<file path="config.mk">
export PLATFORM = sky130hd
export DESIGN_NAME = elastic_pair_buffer
export DESIGN_NICKNAME = d
export VERILOG_FILES = /design/src/rtl/ebuf_pkg.sv /design/src/rtl/ebuf_dreg.sv /design/src/rtl/ebuf_ctrl.sv /design/src/rtl/elastic_pair_buffer.sv
export SDC_FILE = /design/constraint.sdc
export NUM_CORES = 1
export LEC_CHECK = 0
export BUFFER_PORTS_ARGS = -buffer_cell sky130_fd_sc_hd__buf_2
export CAP_MARGIN = 20
export CORE_MARGIN = 2
export CORE_UTILIZATION = 53
export DETAILED_ROUTE_END_ITERATION = 10
export GPL_TIMING_DRIVEN = 0
export HOLD_SLACK_MARGIN = 0.06
export PLACE_DENSITY = 0.86
export SYNTH_ARGS = -nofsm -noshare
export SYNTH_HDL_FRONTEND = slang
export SYNTH_HIERARCHICAL = 1
export SYNTH_SLANG_ARGS = --single-unit
</file>
<file path="constraint.sdc">
create_clock -name clk -period 2 [get_ports clk]
set_input_delay 0.2 -clock clk [delete_from_list [all_inputs] [get_ports clk]]
set_output_delay 0.2 -clock clk [all_outputs]
set_load 0.03 [all_outputs]
</file>
<file path="src/rtl/ebuf_pkg.sv">
package ebuf_pkg;

    // State code is the handshake output pair {valid_out, stop_out}
    typedef enum logic [1:0] {
        ST_EMPTY = 2'b00,
        ST_HALF  = 2'b10,
        ST_FULL  = 2'b11
    } ebuf_state_e;

    // Storage slots: index 0 drives the output, index 1 is the overflow slot
    localparam int NSLOT     = 2;
    localparam int SLOT_MAIN = 0;
    localparam int SLOT_AUX  = 1;

endpackage

</file>
<file path="src/rtl/ebuf_dreg.sv">
module ebuf_dreg #(
    parameter int           W   = 16,
    parameter logic [W-1:0] RST = '0
) (
    input  logic         clk,
    input  logic         rst_n,
    input  logic         en,
    input  logic [W-1:0] d,
    output logic [W-1:0] q
);

    always_ff @(posedge clk or negedge rst_n) begin
        if (!rst_n) begin
            q <= RST;
        end else if (en) begin
            q <= d;
        end
    end

endmodule

</file>
<file path="src/rtl/ebuf_ctrl.sv">
module ebuf_ctrl
    import ebuf_pkg::*;
(
    input  logic clk,
    input  logic rst_n,
    input  logic valid_in,
    input  logic stop_in,
    output logic valid_out,
    output logic stop_out,
    output logic main_en,
    output logic aux_en,
    output logic main_from_aux
);

    ebuf_state_e state_q, state_d;

    // State register
    always_ff @(posedge clk or negedge rst_n) begin
        if (!rst_n) begin
            state_q <= ST_EMPTY;
        end else begin
            state_q <= state_d;
        end
    end

    // Next state and register enables
    always_comb begin
        state_d       = state_q;
        main_en       = 1'b0;
        aux_en        = 1'b0;
        main_from_aux = 1'b0;
        unique case (state_q)
            ST_EMPTY: begin
                if (valid_in) begin            // FILL
                    state_d = ST_HALF;
                    main_en = 1'b1;
                end
            end
            ST_HALF: begin
                unique case ({valid_in, stop_in})
                    2'b10: begin               // PASS
                        main_en = 1'b1;
                    end
                    2'b11: begin               // STALL
                        state_d = ST_FULL;
                        aux_en  = 1'b1;
                    end
                    2'b00: begin               // DRAIN
                        state_d = ST_EMPTY;
                    end
                    default: begin             // hold on retry
                        state_d = ST_HALF;
                    end
                endcase
            end
            ST_FULL: begin
                if (!stop_in) begin            // RELEASE
                    state_d       = ST_HALF;
                    main_en       = 1'b1;
                    main_from_aux = 1'b1;
                end
            end
            default: begin
                state_d = ST_EMPTY;
            end
        endcase
    end

    // Outputs: the handshake pair is the state code
    always_comb begin
        {valid_out, stop_out} = state_q;
    end

    assert_code_legal_R2: assert property (@(posedge clk) disable iff (!rst_n)
        stop_out |-> valid_out);

    assert_fill_R3: assert property (@(posedge clk) disable iff (!rst_n)
        (!valid_out && valid_in) |=> (valid_out && !stop_out));

    assert_pass_R4: assert property (@(posedge clk) disable iff (!rst_n)
        (valid_out && !stop_out && valid_in && !stop_in) |=> (valid_out && !stop_out));

    assert_stall_R5: assert property (@(posedge clk) disable iff (!rst_n)
        (valid_out && !stop_out && valid_in && stop_in) |=> stop_out);

    assert_drain_R6: assert property (@(posedge clk) disable iff (!rst_n)
        (valid_out && !stop_out && !valid_in && !stop_in) |=> !valid_out);

    assert_release_R8: assert property (@(posedge clk) disable iff (!rst_n)
        (stop_out && !stop_in) |=> (valid_out && !stop_out));

    assert_full_hold_R9: assert property (@(posedge clk) disable iff (!rst_n)
        (stop_out && stop_in) |=> stop_out);

    assert_full_no_capture_R9: assert property (@(posedge clk) disable iff (!rst_n)
        stop_out |-> !aux_en);

endmodule

</file>
<file path="src/rtl/elastic_pair_buffer.sv">
module elastic_pair_buffer
    import ebuf_pkg::*;
#(
    parameter int                DATA_W   = 16,
    parameter logic [DATA_W-1:0] DATA_RST = '0
) (
    input  logic              clk,
    input  logic              rst_n,
    input  logic              valid_in,
    output logic              stop_out,
    input  logic [DATA_W-1:0] data_in,
    output logic              valid_out,
    input  logic              stop_in,
    output logic [DATA_W-1:0] data_out
);

    logic              main_en;
    logic              aux_en;
    logic              main_from_aux;
    logic              slot_en [NSLOT];
    logic [DATA_W-1:0] slot_d  [NSLOT];
    logic [DATA_W-1:0] slot_q  [NSLOT];

    ebuf_ctrl u_ctrl (
        .clk           (clk),
        .rst_n         (rst_n),
        .valid_in      (valid_in),
        .stop_in       (stop_in),
        .valid_out     (valid_out),
        .stop_out      (stop_out),
        .main_en       (main_en),
        .aux_en        (aux_en),
        .main_from_aux (main_from_aux)
    );

    // Steering into the two storage slots
    always_comb begin
        slot_en[SLOT_MAIN] = main_en;
        slot_en[SLOT_AUX]  = aux_en;
        slot_d[SLOT_MAIN]  = main_from_aux ? slot_q[SLOT_AUX] : data_in;
        slot_d[SLOT_AUX]   = data_in;
    end

    for (genvar g = 0; g < NSLOT; g++) begin : g_slot
        ebuf_dreg #(
            .W   (DATA_W),
            .RST (DATA_RST)
        ) u_reg (
            .clk   (clk),
            .rst_n (rst_n),
            .en    (slot_en[g]),
            .d     (slot_d[g]),
            .q     (slot_q[g])
        );
    end

    assign data_out = slot_q[SLOT_MAIN];

    assert_retry_hold_R7: assert property (@(posedge clk) disable iff (!rst_n)
        (valid_out && stop_in) |=> (valid_out && $stable(data_out)));

    assert_release_data_R8: assert property (@(posedge clk) disable iff (!rst_n)
        (stop_out && !stop_in) |=> (data_out == $past(slot_q[SLOT_AUX])));

    assert_stall_keeps_head_R5: assert property (@(posedge clk) disable iff (!rst_n)
        (valid_out && !stop_out && valid_in && stop_in) |=> $stable(data_out));

endmodule

</file>
==> impl_metrics.prom, run 1 <==
# TYPE chip_impl_metric gauge
chip_impl_metric{name="cp_data_arrival_time",unit="ps"} 2110
chip_impl_metric{name="timing.fmax",unit="MHz"} 532
chip_impl_metric{name="worst-r2r-cell-count",unit=""} 8
chip_impl_metric{name="place.detailed.hpwl",unit="um"} 2250
chip_impl_info{name="critical_path_class",value="flip-flop to flip-flop"} 1
chip_impl_metric{name="critical_path_required",unit="ps"} 2230
chip_impl_metric{name="holdPathStages",unit=""} 2
chip_impl_metric{name="avgSynthCellArea",unit="um2"} 16.3
chip_impl_metric{name="antenna-diode-count",unit=""} 0
chip_impl_metric{name="finalCriticalPeriod",unit="ps"} 1880
chip_impl_metric{name="layout-area-overhead-vs-synth",unit="%"} 20.7
chip_impl_metric{name="finalPower",unit="mW"} 3.57
chip_impl_metric{name="cts.clk_slew.worst_paths",unit="ps"} 110
chip_impl_metric{name="final.fill_count",unit=""} 239
chip_impl_metric{name="power.sequential.fraction",unit="%"} 34.7
chip_impl_info{name="timing.hold.worst.class",value="input pin to flip-flop"} 1
chip_impl_metric{name="yosysWarnings",unit=""} 6
chip_impl_metric{name="synth_cells",unit=""} 108
chip_impl_metric{name="critical-path-max-stage-delay",unit="ps"} 410
chip_impl_metric{name="final_core_utilization",unit="%"} 68.5
chip_impl_metric{name="overflow",unit=""} 0
chip_impl_metric{name="num_rows",unit=""} 20
chip_impl_metric{name="place_congestion",unit=""} 0.727
chip_impl_metric{name="i_o_pin_total",unit=""} 38
chip_impl_metric{name="slew_headroom",unit="%"} 51.3
chip_impl_metric{name="clockPowerShare",unit="%"} 17.6
chip_impl_metric{name="fp.dieArea",unit="um2"} 3800
chip_impl_metric{name="synth-seq-area-share",unit="%"} 48.3
chip_impl_info{name="cts_tree",value="yes"} 1
chip_impl_metric{name="power_report.internal_total",unit="mW"} 2.31
chip_impl_metric{name="peak_supply_drop",unit="V"} 0.000746
chip_impl_info{name="ctsRootBufferMaster",value="sky130_fd_sc_hd__clkbuf_4"} 1
chip_impl_metric{name="core_area",unit="um2"} 3100
chip_impl_metric{name="clock_sink_count",unit=""} 34
chip_impl_info{name="synth_most_common_cell",value="sky130_fd_sc_hd__dfrtp_1"} 1
chip_impl_metric{name="drt.antenna.violating_nets",unit=""} 0
chip_impl_metric{name="cp_max_fo",unit=""} 10
chip_impl_info{name="netlist_top_cells_count",value="sky130_fd_sc_hd__dfrtp_1 (34), sky130_fd_sc_hd__mux2_4 (31), sky130_fd_sc_hd__mux2_2 (18), sky130_fd_sc_hd__ha_1 (5)"} 1
chip_impl_metric{name="share_comb_of_total_power",unit="%"} 47.7
chip_impl_metric{name="grt_pass1_wl",unit="um"} 4700
chip_impl_info{name="cp_top_family",value="buffers and inverters"} 1
chip_impl_metric{name="vias_in_the_first_global_route",unit=""} 1038
chip_impl_info{name="run_status",value="completed"} 1
chip_impl_metric{name="power.net_switching",unit="mW"} 1.26
chip_impl_metric{name="worst_clock_skew",unit="ps"} 5.52
chip_impl_metric{name="power.static_leakage",unit="nW"} 1.03
chip_impl_metric{name="die_w",unit="um"} 61.7
chip_impl_metric{name="finalHoldViolations",unit=""} 0
chip_impl_metric{name="firstDrtPassIters",unit=""} 4
chip_impl_metric{name="setup-violations-final",unit=""} 0
chip_impl_metric{name="filler_free_cell_count_of_the_finished_design",unit=""} 199
chip_impl_metric{name="drcViolationCount",unit=""} 0
chip_impl_metric{name="net_count_synth",unit=""} 133
chip_impl_metric{name="multi_input_area",unit="um2"} 807
chip_impl_metric{name="h_tree_depth",unit=""} 2
chip_impl_metric{name="synth-edff-count",unit=""} 0
chip_impl_info{name="synth.top_cells.by_area",value="sky130_fd_sc_hd__dfrtp_1 (48%), sky130_fd_sc_hd__mux2_4 (26%), sky130_fd_sc_hd__mux2_2 (11%), sky130_fd_sc_hd__ha_1 (3.5%), sky130_fd_sc_hd__buf_12 (3.4%)"} 1
chip_impl_metric{name="ffs_latches_synth",unit=""} 34
chip_impl_metric{name="io_buffer_count",unit=""} 37
chip_impl_metric{name="synth_top_cell_area_share",unit="%"} 48.3
chip_impl_metric{name="synth_async_sr_flop_share",unit="%"} 100
chip_impl_metric{name="power.density_cell_area",unit="nW/um2"} 1680
chip_impl_metric{name="timing_max_transition_violations_final",unit=""} 0
chip_impl_metric{name="initialDrtViolationCount",unit=""} 38
chip_impl_metric{name="ys_types",unit=""} 15
chip_impl_metric{name="clockBufferDepth",unit=""} 2
chip_impl_metric{name="post-route-period-util",unit="%"} 93.9
chip_impl_metric{name="max_cap_viols",unit=""} 0
chip_impl_metric{name="seqCellArea",unit="um2"} 851
chip_impl_metric{name="syn_area",unit="um2"} 1760
chip_impl_metric{name="grt_start_max_net_pins",unit=""} 35
chip_impl_metric{name="switching_share",unit="%"} 35.2
chip_impl_metric{name="start_util",unit="%"} 56.8
chip_impl_metric{name="wl",unit="um"} 3070
chip_impl_info{name="post-synth-top-area-cell",value="sky130_fd_sc_hd__dfrtp_1"} 1
chip_impl_metric{name="groute.usage.overall",unit="%"} 17.6
chip_impl_metric{name="grt_antenna_before_repair",unit=""} 0
chip_impl_metric{name="die_height",unit="um"} 61.7
chip_impl_metric{name="drive_gt1_share",unit="%"} 67.1
chip_impl_metric{name="routed_via_density",unit=""} 5.08
chip_impl_metric{name="transition_time_at_the_pin_with_the_least_slew_margin",unit="ps"} 731
chip_impl_info{name="grt_setup_unrepaired",value="no"} 1
chip_impl_info{name="worstSetupStartpointType",value="flip-flop"} 1
chip_impl_metric{name="cp_num_buf_inv",unit=""} 3
chip_impl_metric{name="clock_buffers_created_by_tritoncts",unit=""} 5
chip_impl_metric{name="crit_cells",unit=""} 8
chip_impl_metric{name="wire_per_inst",unit="um"} 15.4
chip_impl_info{name="cp_cell_sequence",value="inv_1 > ha_1 > nor2b_2 > o21ai_0 > a21oi_1 > buf_6 > buf_12 > mux2_4"} 1
chip_impl_metric{name="fin_nets",unit=""} 179
chip_impl_info{name="cp_endpoint_kind",value="flip-flop"} 1
chip_impl_info{name="timing.critical_path.slowest_stage_cell",value="sky130_fd_sc_hd__dfrtp_1"} 1
chip_impl_metric{name="num_vias",unit=""} 1011
chip_impl_metric{name="clock_insertion_delay_worst_skew",unit="ps"} 340
chip_impl_metric{name="timing.setup.tns",unit="ps"} 0
chip_impl_metric{name="timing.hold.ws",unit="ps"} 103
chip_impl_info{name="synth_ff_type",value="sky130_fd_sc_hd__dfrtp_1"} 1
chip_impl_metric{name="dp.cells",unit=""} 189
==> final timing paths <==
check / start / to / slack [ps]
max: u_ctrl/state_q[0] / g_slot[0].u_reg/q[4] / 120
min: data_in[9] / g_slot[1].u_reg/q[9] / 100
max reg2reg: u_ctrl/state_q[0] / g_slot[0].u_reg/q[4] / 120
min reg2reg: g_slot[0].u_reg/q[11] / g_slot[0].u_reg/q[11] / 520
max in group asynchronous: rst_n / g_slot[0].u_reg/q[4] / 1090
min in group asynchronous: rst_n / g_slot[0].u_reg/q[9] / 450
==> layout by cell type (no fill, tap or decap), types with 3 or more instances in the layout <==
master,netlist,layout
sky130_fd_sc_hd__buf_2,0,37
sky130_fd_sc_hd__dfrtp_1,34,34
sky130_fd_sc_hd__mux2_4,31,31
sky130_fd_sc_hd__mux2_2,18,18
sky130_fd_sc_hd__clkbuf_4,0,5
sky130_fd_sc_hd__ha_1,5,5
sky130_fd_sc_hd__buf_6,3,3
sky130_fd_sc_hd__buf_12,3,3
sky130_fd_sc_hd__inv_1,3,3
==> power groups by stage <==
| stage | sequential, mW | combinational [mW] | clock, mW |
|---|---|---|---|
| global route | 1.28 | 1.81 | 0.683 |
| detailed placement | 1.26 | 1.70 | 0 |
| global placement | 1.22 | 1.64 | 0 |
| floorplan | 1.58 | 0.959 | 0 |
| CTS | 1.25 | 1.70 | 0.643 |
| finish | 1.24 | 1.70 | 0.628 |
==> registers in the layout, indices dropped and copies added, names as in the netlist <==
name            cells
u_ctrl/state_q      2
g_slot.u_reg/q     32
==> cells by family (layout without fill, tap and decap cells) <==
logic type	count (synthesis)	count (layout)	synth area share (%)
buffers and inverters	9	56	5.96
and+or+nand+nor	5	5	1.99
muxes	50	50	38.5
adders and majority gates	5	5	3.55
AOI/OAI and AO/OA	5	5	1.77
DFF	34	34	48.3
==> what timing repair did <==
action,CTS,global route
gates resized for setup,0,0
setup endpoints to repair,0,10
setup buffers,0,1
hold endpoints to repair,34,0
hold buffers,1,0
==> routing by layer <==
metal / global-route usage (%) / part of all wire [%] / vias to the layer above
li1: - / - / 476
met1: 20.6 / 42 / 496
met2: 29.6 / 51 / 33
met3: 6.30 / 5.4 / 6
met4: 6.38 / 1.2 / 0
met5: 0 / 0 / -
==> final cells by class <==
type                       count  share of cell area (%)
sequential                    34                    40.0
multi-input combinational     65                    37.9
tap                           44                    2.59
buffer                         6                    4.41
timing repair buffer          39                    9.53
clock buffer                   5                    1.76
clock inverter                 3                    3.24
inverter                       3                   0.529
==> metrics by stage <==
stage,area (um2),worst slack (ps)
after CTS,2120,50.8
after global placement,2000,179
after detailed placement,2000,64.9
final,2130,122
after global routing,2130,34.4
after floorplan,1760,61.6
No activity file was read; power rests on OpenSTA's default activity.
==> inputs of run 2 (changes only) <==
--- a/config.mk
+++ b/config.mk
@@ -7,12 +7,12 @@
 export LEC_CHECK = 0
 export BUFFER_PORTS_ARGS = -buffer_cell sky130_fd_sc_hd__buf_2
 export CAP_MARGIN = 20
-export CORE_MARGIN = 2
 export CORE_UTILIZATION = 53
 export DETAILED_ROUTE_END_ITERATION = 10
 export GPL_TIMING_DRIVEN = 0
 export HOLD_SLACK_MARGIN = 0.06
 export PLACE_DENSITY = 0.86
+export REMOVE_ABC_BUFFERS = 1
 export SYNTH_ARGS = -nofsm -noshare
 export SYNTH_HDL_FRONTEND = slang
 export SYNTH_HIERARCHICAL = 1
==> run 2 against run 1 <==
- combinational power shrank 3%
- critical path depth fell by 2
- fmax increased by 1.7%
- register-to-register slack better by 30 ps
- worst setup slack improved by 31 ps
- non-clock buffer count fell by 3
- largest cell class unchanged
==> impl_metrics.prom, run 2 (synthesis gave the netlist of run 1 again) <==
# TYPE chip_impl_metric gauge
chip_impl_info{name="run_status",value="completed"} 1
chip_impl_info{name="cp_cell_sequence",value="ha_1 > nand2b_1 > clkinvlp_4 > buf_12 > mux2_4 > mux2_4"} 1
chip_impl_metric{name="power.static_leakage",unit="nW"} 0.977
chip_impl_metric{name="clock_insertion_delay_worst_skew",unit="ps"} 340
chip_impl_metric{name="layout-area-overhead-vs-synth",unit="%"} 15.3
chip_impl_info{name="critical_path_class",value="flip-flop to flip-flop"} 1
chip_impl_metric{name="critical_path_required",unit="ps"} 2230
chip_impl_info{name="path_common_cell",value="sky130_fd_sc_hd__mux2_4"} 1
chip_impl_metric{name="slew_headroom",unit="%"} 50.8
chip_impl_metric{name="placement.cell_area",unit="um2"} 1930
chip_impl_metric{name="drive_gt1_share",unit="%"} 67.5
chip_impl_metric{name="critical-path-max-stage-delay",unit="ps"} 430
chip_impl_metric{name="groute.usage.overall",unit="%"} 18.1
chip_impl_metric{name="vias_in_the_first_global_route",unit=""} 983
chip_impl_info{name="worstSetupStartpointType",value="flip-flop"} 1
chip_impl_metric{name="wire_per_inst",unit="um"} 15.0
chip_impl_metric{name="clock_buffers_created_by_tritoncts",unit=""} 5
chip_impl_metric{name="io_buffer_count",unit=""} 37
chip_impl_metric{name="power.sequential.fraction",unit="%"} 38.3
chip_impl_info{name="timing.hold.worst.class",value="input pin to flip-flop"} 1
chip_impl_metric{name="num_rows",unit=""} 20
chip_impl_metric{name="fin_nets",unit=""} 176
chip_impl_metric{name="preCtsSetupSlack",unit="ps"} -258
chip_impl_metric{name="peak_supply_drop",unit="V"} 0.000611
chip_impl_info{name="ctsRootBufferMaster",value="sky130_fd_sc_hd__clkbuf_4"} 1
chip_impl_info{name="r2r_end",value="g_slot[0].u_reg/q[12]"} 1
chip_impl_info{name="timing.critical_path.slowest_stage_cell",value="sky130_fd_sc_hd__dfrtp_1"} 1
chip_impl_metric{name="routed_via_density",unit=""} 5.14
chip_impl_metric{name="seqCellArea",unit="um2"} 851
chip_impl_metric{name="cp_num_buf_inv",unit=""} 2
chip_impl_metric{name="power.density_cell_area",unit="nW/um2"} 1590
chip_impl_metric{name="h_tree_depth",unit=""} 2
chip_impl_metric{name="die_w",unit="um"} 59.7
chip_impl_info{name="final_common_cell",value="sky130_fd_sc_hd__buf_2"} 1
chip_impl_metric{name="worst-r2r-cell-count",unit=""} 6
chip_impl_metric{name="timing.final.ws_setup",unit="ps"} 153
chip_impl_metric{name="filler_free_cell_count_of_the_finished_design",unit=""} 195
chip_impl_metric{name="holdPathStages",unit=""} 2
chip_impl_metric{name="grt_antenna_before_repair",unit=""} 0
chip_impl_metric{name="overflow",unit=""} 0
chip_impl_metric{name="post-route-period-util",unit="%"} 92.3
chip_impl_metric{name="cts.clk_slew.worst_paths",unit="ps"} 100
chip_impl_metric{name="place.detailed.hpwl",unit="um"} 2040
chip_impl_metric{name="core_area",unit="um2"} 3100
chip_impl_metric{name="setup-violations-final",unit=""} 0
chip_impl_metric{name="timing.setup.tns",unit="ps"} 0
chip_impl_info{name="cp_top_family",value="multiplexers"} 1
chip_impl_metric{name="clockPowerShare",unit="%"} 10.7
chip_impl_metric{name="num_vias",unit=""} 1003
chip_impl_info{name="layout.cells.most_common_list",value="sky130_fd_sc_hd__buf_2 (37), sky130_fd_sc_hd__dfrtp_1 (34), sky130_fd_sc_hd__mux2_4 (31)"} 1
chip_impl_metric{name="grt_start_max_net_pins",unit=""} 35
chip_impl_metric{name="drcViolationCount",unit=""} 0
chip_impl_metric{name="switching_share",unit="%"} 37.8
chip_impl_metric{name="timing.hold.ws",unit="ps"} 103
chip_impl_metric{name="transition_time_at_the_pin_with_the_least_slew_margin",unit="ps"} 738
chip_impl_info{name="registers.top_by_ff_count",value="g_slot.u_reg/q"} 1
chip_impl_metric{name="worst_clock_skew",unit="ps"} 15.7
chip_impl_metric{name="finalHoldViolations",unit=""} 0
chip_impl_info{name="crit-reg2reg-launch",value="u_ctrl/state_q[0]"} 1
chip_impl_metric{name="power.net_switching",unit="mW"} 1.22
chip_impl_metric{name="timing_max_transition_violations_final",unit=""} 0
chip_impl_metric{name="final_core_utilization",unit="%"} 65.5
chip_impl_metric{name="grt_pass1_wl",unit="um"} 4530
chip_impl_info{name="reg_top3",value="g_slot.u_reg/q x32, u_ctrl/state_q x2"} 1
chip_impl_info{name="cts_tree",value="yes"} 1
chip_impl_info{name="grt_setup_unrepaired",value="no"} 1
chip_impl_metric{name="worst-r2r-setup-slack",unit="ps"} 150
chip_impl_metric{name="fp.dieArea",unit="um2"} 3560
chip_impl_metric{name="place_congestion",unit=""} 0.605
chip_impl_metric{name="share_comb_of_total_power",unit="%"} 51.0
chip_impl_metric{name="initialDrtViolationCount",unit=""} 22
chip_impl_metric{name="final_design_area_no_fill",unit="um2"} 2030
chip_impl_metric{name="max_cap_viols",unit=""} 0
chip_impl_metric{name="die_height",unit="um"} 59.7
chip_impl_info{name="whs_endpoint",value="g_slot[1].u_reg/q[4]"} 1
chip_impl_info{name="min_delay_src",value="data_in[4]"} 1
chip_impl_metric{name="clockBufferDepth",unit=""} 2
chip_impl_metric{name="power_report.internal_total",unit="mW"} 2.01
chip_impl_metric{name="antenna-diode-count",unit=""} 0
chip_impl_metric{name="wl",unit="um"} 2930
chip_impl_metric{name="cp_data_arrival_time",unit="ps"} 2080
chip_impl_metric{name="start_util",unit="%"} 56.8
chip_impl_metric{name="firstDrtPassIters",unit=""} 4
chip_impl_metric{name="timing.fmax",unit="MHz"} 542
chip_impl_metric{name="largest_register_ffs",unit=""} 32
chip_impl_metric{name="multi_input_area",unit="um2"} 818
chip_impl_info{name="cp_endpoint_kind",value="flip-flop"} 1
chip_impl_metric{name="cp_max_fo",unit=""} 12
chip_impl_metric{name="finalCriticalPeriod",unit="ps"} 1850
chip_impl_metric{name="i_o_pin_total",unit=""} 38
chip_impl_metric{name="dp.cells",unit=""} 184
chip_impl_metric{name="drt.antenna.violating_nets",unit=""} 0
chip_impl_metric{name="final.fill_count",unit=""} 254
chip_impl_metric{name="clock_sink_count",unit=""} 34
chip_impl_metric{name="finalPower",unit="mW"} 3.23
## run 2: metal layers
layer  GRT usage [%]  up-vias  part of all wire [%]
li1                -      469                     -
met4            6.98        0                   1.5
met1            21.0      501                    44
met2            30.6       26                    50
met3            6.49        7                   4.8
met5               0        -                     0
## run 2: timing repair
item	CTS	global route
endpoints found under the setup margin	16	8
hold buffers	1	0
cloned	0	0
gates resized for setup	2	1
endpoints found under the hold margin	34	0
buffers inserted	3	0
pin swaps	1	0
## run 2: how the worst max path moves through the flow
stage / startpoint / to / slack, ps / depth (start not counted)
after floorplan: u_ctrl/state_q[0] / g_slot[0].u_reg/q[0] / -700 / 6
after global placement: u_ctrl/state_q[0] / g_slot[0].u_reg/q[15] / -1000 / 6
after detailed placement: u_ctrl/state_q[0] / g_slot[0].u_reg/q[15] / -260 / 7
after CTS: u_ctrl/state_q[0] / g_slot[0].u_reg/q[10] / 30 / 7
after global routing: u_ctrl/state_q[0] / g_slot[0].u_reg/q[3] / 60 / 7
final: u_ctrl/state_q[0] / g_slot[0].u_reg/q[12] / 150 / 6
## run 2: area by class of cell
class                      count  share of cell area (%)
sequential                    34                    41.9
multi-input combinational     65                    40.3
timing repair buffer          42                    12.1
tap                           44                    2.71
clock buffer                   5                    1.85
inverter                       3                   0.739
clock inverter                 2                   0.493
## run 2: power by group through the flow
stage | clock (mW) | sequential (mW) | combinational [mW]
after global placement | 0 | 1.22 | 1.54
after global routing | 0.380 | 1.28 | 1.75
after floorplan | 0 | 1.58 | 0.861
after CTS | 0.357 | 1.24 | 1.65
final | 0.345 | 1.23 | 1.65
after detailed placement | 0 | 1.24 | 1.61
==> inputs of run 3 (changes only) <==
--- a/config.mk
+++ b/config.mk
@@ -8,6 +8,7 @@
 export BUFFER_PORTS_ARGS = -buffer_cell sky130_fd_sc_hd__buf_2
 export CAP_MARGIN = 20
 export CORE_UTILIZATION = 53
+export CTS_BUF_LIST = sky130_fd_sc_hd__clkbuf_8 sky130_fd_sc_hd__clkbuf_16
 export DETAILED_ROUTE_END_ITERATION = 10
 export GPL_TIMING_DRIVEN = 0
 export HOLD_SLACK_MARGIN = 0.06
==> run 3 against run 2 <==
- count of clock-buffer cells in the layout unchanged
- total power increased by 3.6%
- worst hold slack improved by 60 ps
==> impl_metrics.prom, run 3 (synthesis gave the netlist of run 1 again) <==
# TYPE chip_impl_metric gauge
chip_impl_info{name="run_status",value="completed"} 1
chip_impl_info{name="timing.critical_path.slowest_stage_cell",value="sky130_fd_sc_hd__dfrtp_1"} 1
chip_impl_info{name="cp_top_family",value="multiplexers"} 1
chip_impl_metric{name="worst_clock_skew",unit="ps"} 7.18
chip_impl_metric{name="cp_data_arrival_time",unit="ps"} 2020
chip_impl_metric{name="timing_max_transition_violations_final",unit=""} 0
chip_impl_metric{name="vias_in_the_first_global_route",unit=""} 985
chip_impl_metric{name="transition_time_at_the_pin_with_the_least_slew_margin",unit="ps"} 737
chip_impl_metric{name="worst-r2r-setup-slack",unit="ps"} 150
chip_impl_metric{name="initialDrtViolationCount",unit=""} 15
chip_impl_metric{name="die_height",unit="um"} 59.7
chip_impl_metric{name="wl",unit="um"} 2920
chip_impl_metric{name="core_area",unit="um2"} 3100
chip_impl_metric{name="largest_register_ffs",unit=""} 32
chip_impl_metric{name="die_w",unit="um"} 59.7
chip_impl_info{name="ctsRootBufferMaster",value="sky130_fd_sc_hd__clkbuf_8"} 1
chip_impl_info{name="critical_path_class",value="flip-flop to flip-flop"} 1
chip_impl_info{name="cp_cell_sequence",value="ha_1 > nand2b_1 > clkinvlp_4 > buf_12 > mux2_4 > mux2_4"} 1
chip_impl_metric{name="num_rows",unit=""} 20
chip_impl_info{name="reg_top3",value="g_slot.u_reg/q x32, u_ctrl/state_q x2"} 1
chip_impl_metric{name="wire_per_inst",unit="um"} 15.0
chip_impl_info{name="cts_tree",value="yes"} 1
chip_impl_metric{name="final_core_utilization",unit="%"} 66.5
chip_impl_metric{name="finalCriticalPeriod",unit="ps"} 1850
chip_impl_metric{name="preCtsSetupSlack",unit="ps"} -258
chip_impl_metric{name="i_o_pin_total",unit=""} 38
chip_impl_metric{name="fp.dieArea",unit="um2"} 3560
chip_impl_metric{name="fin_nets",unit=""} 176
chip_impl_metric{name="place_congestion",unit=""} 0.605
chip_impl_metric{name="final_design_area_no_fill",unit="um2"} 2060
chip_impl_metric{name="slew_headroom",unit="%"} 50.8
chip_impl_metric{name="grt_pass1_wl",unit="um"} 4520
chip_impl_metric{name="clock_insertion_delay_worst_skew",unit="ps"} 280
chip_impl_metric{name="drive_gt1_share",unit="%"} 67.5
chip_impl_metric{name="finalPower",unit="mW"} 3.34
chip_impl_metric{name="timing.hold.ws",unit="ps"} 163
chip_impl_metric{name="antenna-diode-count",unit=""} 0
chip_impl_metric{name="drcViolationCount",unit=""} 0
chip_impl_metric{name="timing.fmax",unit="MHz"} 540
chip_impl_metric{name="critical-path-max-stage-delay",unit="ps"} 420
chip_impl_metric{name="cp_num_buf_inv",unit=""} 2
chip_impl_metric{name="drt.antenna.violating_nets",unit=""} 0
chip_impl_metric{name="max_cap_viols",unit=""} 0
chip_impl_metric{name="power.static_leakage",unit="nW"} 0.990
chip_impl_metric{name="routed_via_density",unit=""} 5.08
chip_impl_metric{name="setup-violations-final",unit=""} 0
chip_impl_metric{name="grt_antenna_before_repair",unit=""} 0
chip_impl_info{name="grt_setup_unrepaired",value="no"} 1
chip_impl_metric{name="num_vias",unit=""} 991
chip_impl_metric{name="firstDrtPassIters",unit=""} 4
chip_impl_info{name="layout.cells.most_common_list",value="sky130_fd_sc_hd__buf_2 (37), sky130_fd_sc_hd__dfrtp_1 (34), sky130_fd_sc_hd__mux2_4 (31)"} 1
chip_impl_metric{name="start_util",unit="%"} 56.8
chip_impl_metric{name="post-route-period-util",unit="%"} 92.5
chip_impl_metric{name="clockBufferDepth",unit=""} 2
chip_impl_metric{name="cts.clk_slew.worst_paths",unit="ps"} 70
chip_impl_metric{name="peak_supply_drop",unit="V"} 0.000825
chip_impl_info{name="path_common_cell",value="sky130_fd_sc_hd__mux2_4"} 1
chip_impl_metric{name="layout-area-overhead-vs-synth",unit="%"} 17.0
chip_impl_metric{name="clock_buffers_created_by_tritoncts",unit=""} 5
chip_impl_info{name="registers.top_by_ff_count",value="g_slot.u_reg/q"} 1
chip_impl_metric{name="power.density_cell_area",unit="nW/um2"} 1620
chip_impl_metric{name="clock_sink_count",unit=""} 34
chip_impl_metric{name="overflow",unit=""} 0
chip_impl_metric{name="timing.final.ws_setup",unit="ps"} 150
chip_impl_info{name="cp_endpoint_kind",value="flip-flop"} 1
chip_impl_metric{name="place.detailed.hpwl",unit="um"} 2040
chip_impl_metric{name="groute.usage.overall",unit="%"} 18.1
chip_impl_metric{name="finalHoldViolations",unit=""} 0
chip_impl_metric{name="io_buffer_count",unit=""} 37
chip_impl_info{name="worstSetupStartpointType",value="flip-flop"} 1
chip_impl_metric{name="placement.cell_area",unit="um2"} 1930
chip_impl_info{name="timing.hold.worst.class",value="input pin to flip-flop"} 1
chip_impl_metric{name="grt_start_max_net_pins",unit=""} 35
chip_impl_metric{name="critical_path_required",unit="ps"} 2170
chip_impl_info{name="final_common_cell",value="sky130_fd_sc_hd__buf_2"} 1
chip_impl_metric{name="h_tree_depth",unit=""} 2
chip_impl_metric{name="cp_max_fo",unit=""} 12
-- run 3: power breakdown --
group          total (mW)  internal (mW)  switching, mW
clock               0.463          0.233          0.230
sequential           1.24           1.04          0.194
combinational        1.64          0.841          0.802
total                3.34           2.12           1.23
-- run 3: final timing paths --
path	from	endpoint	cells after the start
setup / recovery	u_ctrl/state_q[0]	g_slot[0].u_reg/q[12]	6
setup reg to reg	u_ctrl/state_q[0]	g_slot[0].u_reg/q[12]	6
max in group asynchronous	rst_n	g_slot[1].u_reg/q[0]	2
min in group asynchronous	rst_n	g_slot[1].u_reg/q[6]	2
hold reg to reg	g_slot[1].u_reg/q[2]	g_slot[1].u_reg/q[2]	1
hold / removal	data_in[9]	g_slot[1].u_reg/q[9]	2
-- run 3: stage by stage --
step / setup TNS [ps] / std cells
finish: 0 / 195
global route: 0 / 195
CTS: 0 / 195
detailed placement: -2720 / 184
global placement: -15150 / 183
floorplan: -10470 / 102
-- run 3: area by class of cell --
class,instances,area (um2)
Sequential cell,34,851
Clock inverter,2,10.0
Inverter,3,15.0
Timing Repair Buffer,42,245
Fill cell,247,1040
Multi-Input combinational cell,65,818
Clock buffer,5,68.8
Tap cell,44,55.1
-- run 3: routing by layer --
layer,up-vias,share of wire [%],track usage [%]
met4,0,1.1,6.98
met1,494,43,21.0
li1,466,-,-
met5,-,0,0
met3,4,4.5,6.49
met2,27,51,30.6
-- run 3: what timing repair did --
action	in CTS	in global routing
endpoints found under the setup margin	16	6
cloned	0	0
buffers inserted	3	0
resized for setup	2	1
endpoints found under the hold margin	34	0
pin swaps	1	0
hold buffers	1	0
